<file path="src/rtl/exc_pkg.sv">
package exc_pkg;
    localparam int N_TRAP  = 8;
    localparam int N_IRQ   = 54;
    localparam int PRIO_W  = 3;
    localparam int LVL_W   = 4;
    localparam int VEC_W   = $clog2(N_TRAP + N_IRQ);

    typedef enum logic [1:0] {
        ST_IDLE   = 2'd0,
        ST_TAKE   = 2'd1,
        ST_SETTLE = 2'd2
    } exc_state_t;
endpackage

</file>
<file path="src/rtl/exc_trap_rank.sv">
module exc_trap_rank #(
    parameter int                N_TRAP    = 8,
    parameter logic [N_TRAP-1:0] TRAP_USED = 8'h0F,
    parameter int                VEC_W     = 6,
    parameter int                LVL_W     = 4
) (
    input  logic [N_TRAP-1:0] trap_req,
    output logic              hit,
    output logic [VEC_W-1:0]  vec,
    output logic [LVL_W-1:0]  lvl
);
    localparam int TOP_LVL = (1 << LVL_W) - 1;

    // Scan downward so the lowest requesting index is the last one written.
    always_comb begin
        hit = 1'b0;
        vec = '0;
        lvl = '0;
        for (int i = N_TRAP - 1; i >= 0; i--) begin
            if (trap_req[i] && TRAP_USED[i]) begin
                hit = 1'b1;
                vec = VEC_W'(i);
                lvl = LVL_W'(TOP_LVL - i);
            end
        end
    end
endmodule

</file>
<file path="src/rtl/exc_irq_rank.sv">
module exc_irq_rank #(
    parameter int N_IRQ  = 54,
    parameter int PRIO_W = 3,
    parameter int BASE   = 8,
    parameter int VEC_W  = 6,
    parameter int LVL_W  = 4
) (
    input  logic [N_IRQ-1:0]        irq_req,
    input  logic [N_IRQ*PRIO_W-1:0] irq_prio,
    output logic                    hit,
    output logic [VEC_W-1:0]        vec,
    output logic [LVL_W-1:0]        lvl
);
    logic [PRIO_W-1:0] best_p;

    // Ascending scan with a strict compare: on a tie the earlier index is kept.
    // A priority of 0 never beats the starting value, so it stays disabled.
    always_comb begin
        best_p = '0;
        vec    = '0;
        for (int j = 0; j < N_IRQ; j++) begin
            if (irq_req[j] && (irq_prio[j*PRIO_W +: PRIO_W] > best_p)) begin
                best_p = irq_prio[j*PRIO_W +: PRIO_W];
                vec    = VEC_W'(BASE + j);
            end
        end
        hit = (best_p != '0);
        lvl = LVL_W'(best_p);
    end
endmodule

</file>
<file path="src/rtl/exc_seq.sv">
module exc_seq
    import exc_pkg::*;
#(
    parameter int VEC_W = 6,
    parameter int LVL_W = 4
) (
    input  logic             clk,
    input  logic             rst_n,
    input  logic             cand_ok,
    input  logic [VEC_W-1:0] cand_vec,
    input  logic [LVL_W-1:0] cand_lvl,
    output logic             take,
    output logic [VEC_W-1:0] take_vec,
    output logic [LVL_W-1:0] take_lvl
);
    exc_state_t       state, state_nx;
    logic [VEC_W-1:0] vec_q;
    logic [LVL_W-1:0] lvl_q;

    always_comb begin
        state_nx = state;
        unique case (state)
            ST_IDLE:   if (cand_ok) state_nx = ST_TAKE;
            ST_TAKE:   state_nx = ST_SETTLE;
            ST_SETTLE: state_nx = ST_IDLE;
            default:   state_nx = ST_IDLE;
        endcase
    end

    always_ff @(posedge clk or negedge rst_n) begin
        if (!rst_n) begin
            state <= ST_IDLE;
            vec_q <= '0;
            lvl_q <= '0;
        end else begin
            state <= state_nx;
            if (state == ST_IDLE && cand_ok) begin
                vec_q <= cand_vec;
                lvl_q <= cand_lvl;
            end
        end
    end

    always_comb begin
        take     = 1'b0;
        take_vec = '0;
        take_lvl = '0;
        unique case (state)
            ST_TAKE: begin
                take     = 1'b1;
                take_vec = vec_q;
                take_lvl = lvl_q;
            end
            default: ;
        endcase
    end
endmodule

</file>
<file path="src/rtl/exc_arbiter.sv">
module exc_arbiter
    import exc_pkg::*;
#(
    parameter int                NT        = N_TRAP,
    parameter int                NI        = N_IRQ,
    parameter int                PW        = PRIO_W,
    parameter int                LW        = LVL_W,
    parameter int                VW        = VEC_W,
    parameter logic [NT-1:0]     TRAP_USED = 8'h0F
) (
    input  logic             clk,
    input  logic             rst_n,
    input  logic [NT-1:0]    trap_req,
    input  logic [NI-1:0]    irq_req,
    input  logic [NI*PW-1:0] irq_prio,
    input  logic [LW-1:0]    cpu_lvl,
    output logic             take,
    output logic [VW-1:0]    take_vec,
    output logic [LW-1:0]    take_lvl,
    output logic [NT-1:0]    trap_ack,
    output logic [NI-1:0]    irq_ack
);
    logic          t_hit, i_hit, cand_ok;
    logic [VW-1:0] t_vec, i_vec, c_vec;
    logic [LW-1:0] t_lvl, i_lvl, c_lvl;

    exc_trap_rank #(.N_TRAP(NT), .TRAP_USED(TRAP_USED), .VEC_W(VW), .LVL_W(LW)) u_trap (
        .trap_req(trap_req), .hit(t_hit), .vec(t_vec), .lvl(t_lvl)
    );

    exc_irq_rank #(.N_IRQ(NI), .PRIO_W(PW), .BASE(NT), .VEC_W(VW), .LVL_W(LW)) u_irq (
        .irq_req(irq_req), .irq_prio(irq_prio), .hit(i_hit), .vec(i_vec), .lvl(i_lvl)
    );

    // Trap group outranks the interrupt group outright.
    always_comb begin
        c_vec   = t_hit ? t_vec : i_vec;
        c_lvl   = t_hit ? t_lvl : i_lvl;
        cand_ok = (t_hit || i_hit) && (c_lvl > cpu_lvl);
    end

    exc_seq #(.VEC_W(VW), .LVL_W(LW)) u_seq (
        .clk(clk), .rst_n(rst_n), .cand_ok(cand_ok), .cand_vec(c_vec), .cand_lvl(c_lvl),
        .take(take), .take_vec(take_vec), .take_lvl(take_lvl)
    );

    for (genvar g = 0; g < NT; g++) begin : g_tack
        assign trap_ack[g] = take && (take_vec == VW'(g));
    end
    for (genvar g = 0; g < NI; g++) begin : g_iack
        assign irq_ack[g] = take && (take_vec == VW'(NT + g));
    end
endmodule

</file>
<file path="config.mk">
export PLATFORM = sky130hd
export DESIGN_NAME = exc_arbiter
export DESIGN_NICKNAME = d
export VERILOG_FILES = /design/src/rtl/exc_pkg.sv /design/src/rtl/exc_trap_rank.sv /design/src/rtl/exc_irq_rank.sv /design/src/rtl/exc_seq.sv /design/src/rtl/exc_arbiter.sv
export SDC_FILE = /design/constraint.sdc
export NUM_CORES = 1
export LEC_CHECK = 0
export ABC_AREA = 1
export CAP_MARGIN = 20
export CORE_MARGIN = 2
export CORE_UTILIZATION = 40
export CTS_CLUSTER_DIAMETER = 50
export DETAILED_ROUTE_END_ITERATION = 8
export MAX_ROUTING_LAYER = met4
export PLACE_DENSITY = 0.75
export SYNTH_ARGS = -nofsm -noshare
export SYNTH_HDL_FRONTEND = slang
export SYNTH_HIERARCHICAL = 1
export SYNTH_SLANG_ARGS = --single-unit
export TNS_END_PERCENT = 10
</file>
<file path="constraint.sdc">
create_clock -name clk -period 2.1 [get_ports clk]
set_input_delay 0.21 -clock clk [delete_from_list [all_inputs] [get_ports clk]]
set_output_delay 0.21 -clock clk [all_outputs]
set_load 0.02 [all_outputs]
</file>
==> results of run 1 <==
-- cells by family after synthesis --
logic type,after synthesis,synth area share [%]
DFF,12,4.00
other,2,0.100
and+or+nand+nor,740,49.9
buffers and inverters,302,15.8
AOI/OAI and AO/OA,252,19.9
adders and majority gates,62,10.3
-- per-layer routing --
metal	track usage [%]	overflow
met1	66.7	1
met2	91.2	10
met3	57.9	1
met4	70.7	13
met5	-	-
-- stage by stage --
step	cell area (um^2)	hold WS [ps]	util (%)	cells
3_3_place_gp	13600	459	73.0	2212
4_1_cts	15900	341	85.6	2368
2_1_floorplan	7970	-85.6	-	1373
3_5_place_dp	13600	459	73.0	2212
-- repair_timing --
action	4_1_cts
resized for setup	287
gates cloned	1
endpoints found under the setup margin	73
hold endpoints to repair	0
setup buffers	151
pin swaps	155
==> impl_results.md, run 1 <==
* Status: stopped before the end
* Fail Step: global routing (5_1_grt)
* Run Error: [ERROR GRT-0232] Routing congestion too high. Check the congestion heatmap in the GUI.
* Worst ep type: register data pin
* Starting Density at roughly two fifths
* Async set or reset register ratio after synthesis at 100%
* Largest net degree at the start of global routing at 17
* Netlist cell types at 39
* Die Height at 141 um
* Row count at 50
* Die Wd at roughly 140 um
* Post-synth EDFFs at 0
* Root Driver: clkbuf_16
* Commonest cells in the netlist: nand2_1 (285), inv_1 (280), nand2_2 (146), nor2_1 (101), nand3_1 (94)
* Top Ports at 303
* Ys Warns at 6
* PortBufs at ~300
* Ys flop type: dfrtp_1
* TritonCTS Sinks at 12
* GRT Util Overall at approximately 72%
* Synth area leader: nand2_1
* Hold bufs inserted after CTS at 0
* CTS Buffer Depth at 2
* Worst endpoint from the post-global-route timing repair: u_seq/vec_q[0]$_DFFE_PN0P_/D
* Hpwl dp at 24.0 mm
* Grt total ovfl at 25
* Cell area after synthesis at between 7000 and 8000 um^2
* Sequential fraction of the synthesis area at 4.00%
* Num CTS Buffers at 3
* Cell count after synthesis at 1370
* H-tree levels at 1
* GPL Wtd Cong at a little over 0.9
* Ranking of synthesized cells by area: nand2_1 (14%), inv_1 (14%), nand2_2 (12%), ha_1 (10%), nand3_2 (6.5%)
* Mean post-synth cell area at roughly 5.5 um^2
* Register bit total from synthesis at 12
* Most frequent cell after synthesis: nand2_1
* Synth top area share at around 14%
* Pre-CTS setup slack at -50740 ps
==> inputs of run 2 (changes only) <==
Settings changed: CORE_UTILIZATION 40 to 25, CTS_CLUSTER_DIAMETER 50 to default, MAX_ROUTING_LAYER met4 to default, PLACE_DENSITY 0.75 to default, PLACE_DENSITY_LB_ADDON from default to 0.15.
==> run 2 against run 1 <==
Compared with the run above:
- the flow now finishes, with violations (negative setup slack)
- synthesized cell count did not move
- synthesized area did not move
==> impl_results.md, run 2 <==
* Netlist cell types at 39
* Type of origin of the critical path: input pin
* Most used cell along the critical path: nand2_2
* Ratio of cells with drive above 1 in the final layout at slightly above 50%
* Die Wd at ~180 um
* Die area at approximately 31000 um^2
* Via count at roughly 12000
* Antenna viol nets, final at 0
* Delay of the slowest critical-path stage at 300 ps
* Crit path time final at 49500 ps
* Grt total ovfl at 0
* Starting Density at about a quarter
* Synth area leader: nand2_1
* Setup_tns at -521620 ps
* Unrepaired setup endpoints after global routing: yes
* Worst path slowest cell: ha_1
* CTS tree: built
* Tcrit/Tclk final at 2360%
* Commonest cells in the netlist: nand2_1 (285), inv_1 (280), nand2_2 (146), nor2_1 (101), nand3_1 (94)
* CTS Buffer Depth at 2
* CP Depth at between 300 and 400
* WL/cell at ~12 um
* Power Total at approximately 0.023 W
* Regs by FF count: u_seq/vec_q x6, u_seq/lvl_q x4, u_seq/state x2
* CP Max Fanout at 6
* Tightest Pin Transition at 545 ps
* Wirelength, routed at 32.4 mm
* Largest Register: u_seq/vec_q
* Async set or reset register ratio after synthesis at between 90% and 100%
* Ranking of synthesized cells by area: nand2_1 (14%), inv_1 (14%), nand2_2 (12%), ha_1 (10%), nand3_2 (6.5%)
* Die Height at 177 um
* Hold Vio Cnt, Final at 0
* Drt pass-1 iters at 4
* Clk_lat worst skew at about 240 ps
* Post-synth EDFFs at 0
* Fin. max-slew vios at 0
* CP arrival at around 50000 ps
* Final setup fails at 13
* DR iter-0 viols at ~260
* Status: finished, violations left
* GRT Util Overall at between 10% and 20%
* Placeable core area at between 20000 and 30000 um^2
* Worst reg-to-reg path cell count at 6
* Vias in the first global route at between 10000 and 15000
* F_max at between 20 and 25 MHz
* Cell area after synthesis at approximately 7500 um^2
* Largest net degree at the start of global routing at 13
* GPL Wtd Cong at 0.835
* Pwr/cell area at 1340 nW/um^2
* Sequential fraction of the synthesis area at under 10%
* PortBufs at 298
* Commonest non-fill, non-tap cell in the layout: buf_4
* Failing checks: negative setup slack
* Peak supply drop at 0.000591 V
* Max_slew headroom at between 60 and 70%
* Most frequent cell after synthesis: nand2_1
* Ys Warns at 6
* Hold Path Class: in2async
* Via density at around 4.4
* Num CTS Buffers at 3
* Synth top area share at about 14%
* Cell count after synthesis at between 1000 and 1500
* Top Ports at between 300 and 400
* WP data required at roughly 2200 ps
* First-pass GRT wire length at 50.4 mm
* Worst Hold Slack at 327 ps
* Final net count at 2516
* Root Driver: clkbuf_16
* Mean post-synth cell area at between 5 and 6 um^2
* Clock-pin slew on the worst setup and hold paths at around 40 ps
* CP delay by family, top: simple AND/OR/NAND/NOR gates
* TritonCTS Sinks at 12
* CP bufs+invs at between 40 and 50
* Ys flop type: dfrtp_1
* Commonest cells after routing, fill and taps aside: buf_4 (557), inv_1 (271), clkdlybuf4s50_1 (231), nand2_1 (213), nand2_2 (142)
* Area growth, synth to finish at 131%
* Register bit total from synthesis at 12
* Row count at 63
* Fill count at 2762
* Max Cap Viol at 0
* Crit Path Class: in2reg
* Leakage at ~9.3 nW
* Clk_skew at a little over 2 ps
* CP endpoint kind: flop
* Hpwl dp at 24.5 mm
* Max reg flops at 6
* Post-route setup slack at -47400 ps
* DRC Markers at 0
* H-tree levels at 1
* Initial antenna violation count at 5
## run 2: cell counts after synthesis
No cell type changed its count.
## run 2: final timing paths
| kind | slack [ps] | from | to |
|---|---|---|---|
| hold / removal | 330 | rst_n | u_seq/lvl_q[3]$_DFFE_PN0P_ |
| min in group clk | 470 | u_seq/vec_q[0]$_DFFE_PN0P_ | u_seq/vec_q[0]$_DFFE_PN0P_ |
| setup / recovery | -47400 | irq_prio[0] | u_seq/vec_q[3]$_DFFE_PN0P_ |
| max in group asynchronous | 1410 | rst_n | u_seq/vec_q[0]$_DFFE_PN0P_ |
| hold reg to reg | 470 | u_seq/vec_q[0]$_DFFE_PN0P_ | u_seq/vec_q[0]$_DFFE_PN0P_ |
| setup reg to reg | 740 | u_seq/state[1]$_DFFE_PN0P_ | u_seq/vec_q[3]$_DFFE_PN0P_ |
## run 2: power by group
group / internal (W) / total [W] / leakage (nW) / switching [W]
clock network: 0.000288 / 0.000388 / 0.0442 / 0.000101
registers: 0.000344 / 0.000409 / 0.147 / 0.0000642
logic: 0.0122 / 0.0224 / 9.09 / 0.0102
total: 0.0128 / 0.0232 / 9.28 / 0.0104
## run 2: area by class of cell
cell class	instances	area, um^2	share of cell area [%]
sequential	12	300	1.73
tap	390	488	2.81
multi-input combinational	1059	8240	47.5
inverter	286	1080	6.20
clock buffer	4	88.8	0.512
antenna	6	15.0	0.0866
timing repair buffer	862	7140	41.1
## run 2: worst reg2reg max path, stage by stage (launching register included)
cell and delay (ps):
dfrtp_1 370, buf_4 130, nor2_2 360, nand2_2 130
buf_6 150, nand2_1 50, nand2_1 50
## run 2: layer usage
metal / track usage [%] / share of wire (%) / routed length, um / vias to the layer above
li1: - / - / - / 6112
met1: 20.8 / 40 / 13100 / 5194
met2: 37.9 / 54 / 17400 / 192
met3: 2.90 / 4.9 / 1580 / 30
met4: 3.20 / 1.2 / 405 / 2
met5: 0 / 0.040 / 13 / -
## run 2: repair_timing
| item | CTS | global route |
|---|---|---|
| gates cloned | 1 | 0 |
| endpoints found under the setup margin | 77 | 75 |
| pin swaps | 174 | 187 |
| setup buffers | 142 | 52 |
| hold buffers | 0 | 0 |
| resized for setup | 284 | 194 |
## run 2: through the flow
stage	instance area (um^2)	worst slack [ps]	instances	utilization, %
finish	17300	-47400	2619	58.7
detailed placement	14100	-50400	2415	47.7
global placement	14100	-49080	2415	47.7
floorplan	7970	-47570	1373	-
CTS	16400	-47230	2562	55.4
global route	17300	-50000	2617	58.7
## run 2: cell families (layout without fill, tap and decap cells)
kind of cell / Yosys count / count (layout) / share of synthesized area [%]
and+or+nand+nor: 740 / 740 / 49.9
buffers and inverters: 302 / 1152 / 15.8
AOI/OAI and AO/OA: 252 / 252 / 19.9
adders and majority gates: 62 / 62 / 10.3
DFF: 12 / 12 / 4.00
other: 2 / 11 / 0.100
(Power assumes the default switching activity.)
